**config.mk**
```make
export PLATFORM = sky130hd
export DESIGN_NAME = sysmm3
export DESIGN_NICKNAME = d
export VERILOG_FILES = /design/src/rtl/sysmm3.sv
export SDC_FILE = /design/constraint.sdc
export NUM_CORES = 2
export LEC_CHECK = 0
export ABC_CLOCK_PERIOD_IN_PS = 6610
export BUFFER_PORTS_ARGS = -buffer_cell sky130_fd_sc_hd__buf_4
export CAP_MARGIN = 20
export CORE_MARGIN = 10
export CORE_UTILIZATION = 50
export CTS_BUF_LIST = sky130_fd_sc_hd__clkbuf_8
export DETAILED_ROUTE_END_ITERATION = 16
export MAX_ROUTING_LAYER = met4
export PLACE_DENSITY = 0.68
export REMOVE_ABC_BUFFERS = 1
export SYNTH_ARGS = -nofsm -noshare
export SYNTH_HDL_FRONTEND = slang
export SYNTH_SLANG_ARGS = --single-unit
```
**constraint.sdc**
```tcl
create_clock -name clk -period 6.61 [get_ports clk]
set_clock_uncertainty 0.05 [all_clocks]
set_input_delay 0.9915 -clock clk [delete_from_list [all_inputs] [get_ports clk]]
set_output_delay 0.9915 -clock clk [all_outputs]
set_load 0.01 [all_outputs]
```
**src/rtl/sysmm3.sv**
```systemverilog
module sysmm3 #(
  parameter int W = 8
) (
  input  logic                  clk,
  input  logic                  rst_n,
  input  logic                  start,
  input  logic [9*W-1:0]        a_flat,
  input  logic [9*W-1:0]        b_flat,
  output logic                  busy,
  output logic                  done,
  output logic [9*(2*W+2)-1:0]  c_flat
);
  localparam int N    = 3;
  localparam int AW   = 2*W + 2;
  localparam int LAST = 3*(N-1);
  localparam int SW   = $clog2(LAST+1);

  logic signed [W-1:0]  am   [N][N];
  logic signed [W-1:0]  bm   [N][N];
  logic signed [W-1:0]  hreg [N][N];
  logic signed [W-1:0]  vreg [N][N];
  logic signed [W-1:0]  m_in [N][N];
  logic signed [W-1:0]  n_in [N][N];
  logic signed [AW-1:0] acc  [N][N];
  logic signed [W-1:0]  row_edge [N];
  logic signed [W-1:0]  col_edge [N];
  logic [SW-1:0] step;

  always_comb begin
    for (int i = 0; i < N; i++) begin
      row_edge[i] = '0;
      col_edge[i] = '0;
      for (int k = 0; k < N; k++) begin
        if (busy && int'(step) == i + k) begin
          row_edge[i] = am[i][k];
          col_edge[i] = bm[k][i];
        end
      end
    end
  end

  always_ff @(posedge clk or negedge rst_n) begin
    if (!rst_n) begin
      busy <= 1'b0;
      done <= 1'b0;
      step <= '0;
    end else if (start) begin
      busy <= 1'b1;
      done <= 1'b0;
      step <= '0;
    end else if (busy) begin
      if (int'(step) == LAST) begin
        busy <= 1'b0;
        done <= 1'b1;
      end
      step <= step + 1'b1;
    end
  end

  genvar gi, gj;
  generate
    for (gi = 0; gi < N; gi++) begin : g_row
      for (gj = 0; gj < N; gj++) begin : g_col
        if (gj == 0) begin : g_w
          assign m_in[gi][gj] = row_edge[gi];
        end else begin : g_h
          assign m_in[gi][gj] = hreg[gi][gj-1];
        end
        if (gi == 0) begin : g_n
          assign n_in[gi][gj] = col_edge[gj];
        end else begin : g_v
          assign n_in[gi][gj] = vreg[gi-1][gj];
        end

        always_ff @(posedge clk or negedge rst_n) begin
          if (!rst_n) begin
            am[gi][gj]   <= '0;
            bm[gi][gj]   <= '0;
            hreg[gi][gj] <= '0;
            vreg[gi][gj] <= '0;
            acc[gi][gj]  <= '0;
          end else if (start) begin
            am[gi][gj]   <= a_flat[(N*gi+gj)*W +: W];
            bm[gi][gj]   <= b_flat[(N*gi+gj)*W +: W];
            hreg[gi][gj] <= '0;
            vreg[gi][gj] <= '0;
            acc[gi][gj]  <= '0;
          end else if (busy) begin
            hreg[gi][gj] <= m_in[gi][gj];
            vreg[gi][gj] <= n_in[gi][gj];
            acc[gi][gj]  <= acc[gi][gj] + AW'(m_in[gi][gj] * n_in[gi][gj]);
          end
        end

        assign c_flat[(N*gi+gj)*AW +: AW] = acc[gi][gj];
      end
    end
  endgenerate

  p_exclusive_r5: assert property (@(posedge clk) disable iff (!rst_n)
    !(busy && done));
  p_done_after_last_r5: assert property (@(posedge clk) disable iff (!rst_n)
    (busy && int'(step) == LAST && !start) |=> (done && !busy));
  p_start_clears_r4: assert property (@(posedge clk) disable iff (!rst_n)
    start |=> (busy && !done && c_flat == '0));
  p_result_hold_r6: assert property (@(posedge clk) disable iff (!rst_n)
    (done && !start) |=> (done && $stable(c_flat)));
endmodule

```
==> flow_summary.json <==
{
  "async_flop_share_pct": 100,
  "fill_cells": 7961,
  "place_inst": 6014,
  "period_share_pct": 95.3,
  "drcViolationCount": 0,
  "relSlewSlack_pct": 24.6,
  "post-route-min-period_ns": 6.30,
  "rows": 111,
  "grt_pass1_wl_um": 195000,
  "synth_cells": 4590,
  "ff_latch_area_mm2": 0.0102,
  "first_global_vias": 35100,
  "place_congestion": 0.921,
  "grt_usage_pct": 24.5,
  "fmax_ghz": 0.159,
  "ys.flop_type": "dfrtp_1",
  "rsz0062_at_grt": "yes",
  "die_w_um": 324,
  "ys_seq_elements": 407,
  "cp_max_fo": 8,
  "place_hpwl_um": 96200,
  "antenna_found_initial": 9,
  "grt_max_degree": 137,
  "min_path_type": "in -> async",
  "htree_levels": 3,
  "ant_nets": 0,
  "cts_hold_buf": 0,
  "power.internal_mw": 8.63,
  "fp.dieArea_mm2": 0.105,
  "cts_buffers": 80,
  "post-route-util_pct": 57.0,
  "cts_tree": "done",
  "worst_pin_slew_ns": 1.13,
  "nets": 6165,
  "synth_area_per_cell_um2": 10.0,
  "cap_violations": 0,
  "endpoint_kind": "register",
  "hold_viol_final": 0,
  "p_per_area_mw_per_mm2": 291,
  "r2r_setup_slack_ns": 0.31,
  "multi_input_area_mm2": 0.0321,
  "cp-start-kind": "register",
  "vdd_ir_drop_max_v": 0.000358,
  "drt_first_pass_iters": 6,
  "mappedNetlistArea_mm2": 0.0461,
  "seqPwrFrac_pct": 22.9,
  "avgViaCountPerCell": 5.25,
  "drive_above_1_share_pct": 15.1,
  "total_power_mw": 15.2,
  "dieHeight_um": 324,
  "required_ns": 7.15,
  "slew_viol_final": 0,
  "vias": 32400,
  "worstPathArrival_ns": 6.84,
  "combinationalPowerShare_pct": 57.0,
  "area_growth_pct": 13.1,
  "clk_pin_slew_worst_paths_ns": 0.07,
  "clk_latency_ns": 0.72,
  "core_mm2": 0.0915,
  "finalSetupViolations": 0,
  "synth_edf_count": 0,
  "swShare_pct": 43.2,
  "wl_per_cell_um": 19.5,
  "root_buffer": "clkbuf_8",
  "yosysWarnings": 0,
  "grt-ovfl-total": 0,
  "drt_iter0_markers": 1768,
  "instances_no_fill": 6172,
  "clock_sinks": 407,
  "netlist-cell-type-count": 68,
  "start_util_pct": 50.4,
  "wirelength_um": 120000,
  "io_pins": 311,
  "leakage_nw": 27.8,
  "outcome": "complete, no violations",
  "cts_max_path_buffers": 3,
  "clkPwrFrac_pct": 20.1,
  "io_buffer_count": 310,
  "switchingPower_mw": 6.56,
  "crit_type": "reg -> reg",
  "ys_seq_area_share_pct": 22.1
}
power by group through the flow:
stage | Combinational (mW) | Clock [mW] | Sequential [mW]
after floorplan | 6.10 | 0 | 3.39
after global placement | 8.42 | 0 | 3.53
after detailed placement | 8.65 | 0 | 3.53
after CTS | 8.73 | 3.12 | 3.49
after global routing | 9.95 | 3.24 | 3.56
final | 8.66 | 3.05 | 3.49
cell usage in the layout, fill, tap and decap left out, drive strengths merged, types with 9 or more instances in the layout:
| cell type | netlist | routed |
|---|---|---|
| dfrtp | 407 | 407 |
| a211o | 19 | 19 |
| bufinv | 0 | 12 |
| nor2b | 75 | 75 |
| o21bai | 12 | 12 |
| buf | 45 | 412 |
| nand2 | 359 | 359 |
| a211oi | 26 | 26 |
| a21oi | 180 | 180 |
| a22oi | 22 | 22 |
| o21a | 26 | 26 |
| inv | 880 | 901 |
| clkbuf | 124 | 97 |
| mux2 | 147 | 147 |
| clkinv | 1 | 14 |
| a21o | 58 | 58 |
| and3 | 13 | 13 |
| a21boi | 10 | 10 |
| and2 | 199 | 199 |
| xor2 | 44 | 44 |
| nand3 | 27 | 27 |
| ha | 383 | 383 |
| o21ai | 111 | 111 |
| mux2i | 126 | 126 |
| diode | 0 | 9 |
| nand2b | 69 | 69 |
| nor2 | 298 | 298 |
| nor3 | 24 | 24 |
| xnor2 | 99 | 99 |
| fa | 720 | 720 |
sequential cells by signal, indices dropped and copies added (netlist names):
register	count
am	72
bm	72
busy	1
c_flat	162
done	1
hreg	48
n_in	48
step	3
critical path: stages (launching register included):
cell	delay [ns]
dfrtp_1	0.41
inv_1	0.10
ha_1	0.20
and2_1	0.21
nor2b_4	0.27
buf_4	0.22
a22oi_1	0.08
buf_4	0.15
a21oi_2	0.29
nand2_1	0.14
fa_1	0.57
fa_1	0.41
inv_1	0.11
fa_1	0.44
fa_1	0.51
fa_1	0.41
ha_1	0.35
nand2_1	0.08
o21ai_2	0.22
o22ai_1	0.16
nand2b_1	0.16
a21boi_0	0.26
nor4_1	0.08
a311o_1	0.31
stage by stage:
stage | setup slack [ns] | hold WS [ns] | area (µm²) | TNS [ns]
after floorplan | -5.58 | 0.422 | 45400 | -542.05
final | 0.309 | 0.226 | 52100 | 0
after detailed placement | 0.0619 | 0.438 | 50100 | 0
after global routing | -0.00999 | 0.242 | 52100 | -0.0127
after CTS | 0.0619 | 0.194 | 52000 | 0
after global placement | 0.171 | 0.432 | 50100 | 0
Yosys cell counts (5+ instances only):
master / instances / area (µm²)
a21o_1: 58 / 435
o21a_1: 26 / 195
xor2_1: 44 / 385
fa_1: 720 / 14400
nor4_1: 7 / 43.8
o21bai_1: 12 / 90.1
and3_1: 13 / 81.3
dfrtp_1: 407 / 10200
buf_2: 16 / 80.1
a21oi_1: 169 / 846
nand2_1: 359 / 1350
o21ai_0: 92 / 460
o21ai_1: 11 / 55.1
ha_1: 383 / 4790
xnor2_1: 99 / 867
buf_6: 5 / 56.3
nor3_1: 24 / 120
nor2_1: 294 / 1100
a21oi_2: 11 / 96.3
a21boi_0: 9 / 67.6
mux2i_1: 126 / 1260
buf_1: 21 / 78.8
nand3b_1: 8 / 60.1
o21ai_2: 7 / 61.3
nor2b_1: 73 / 457
a221o_1: 6 / 60.1
a32o_1: 8 / 80.1
or3_1: 8 / 50.1
a31o_2: 5 / 43.8
and2_1: 199 / 1240
a211o_1: 19 / 166
mux2_2: 147 / 1660
clkbuf_1: 124 / 465
a211oi_1: 26 / 195
a22oi_1: 22 / 165
nand3_1: 27 / 135
nand2b_1: 69 / 432
inv_1: 880 / 3300
path summary, 6_finish.rpt:
kind / startpoint / to / cells past startpoint
setup / recovery: step[1] / c_flat[67] / 23
hold / removal: rst_n / hreg[12] / 1
setup reg to reg: step[1] / c_flat[67] / 23
hold reg to reg: bm[49] / bm[49] / 1
max in group asynchronous: rst_n / bm[68] / 2
min in group clk: b_flat[27] / bm[43] / 2
layout make-up:
type	instances	share of cell area, %
clock inverters	47	0.998
well taps	1186	2.85
diodes	9	0.0432
flip-flops and latches	407	19.5
multi-input cells	3133	61.5
repair buffers	412	6.19
clock buffers	97	2.56
inverters	881	6.35
what timing repair did:
| action | 4_1_cts | 5_1_grt |
|---|---|---|
| buffers inserted | 0 | 5 |
| resized for setup | 0 | 31 |
| endpoints found under the setup margin | 0 | 29 |
metal layers:
metal / track usage, % / share of wire, % / up-vias
met5: - / 0 / -
met4: 7.95 / 3.3 / 0
met3: 5.85 / 6.8 / 199
met2: 38.5 / 47 / 741
met1: 31.1 / 43 / 16500
li1: - / - / 15000
logic make-up after synthesis:
family | Yosys count | synth area share (%)
adders and majority gates | 1103 | 41.6
and+or+nand+nor | 1099 | 11.3
buffers and inverters | 1050 | 8.70
AOI/OAI and AO/OA | 515 | 7.24
DFF | 407 | 22.1
muxes | 273 | 6.32
xor gates and xnor gates | 143 | 2.72
Power figures use the tool's default switching activity.
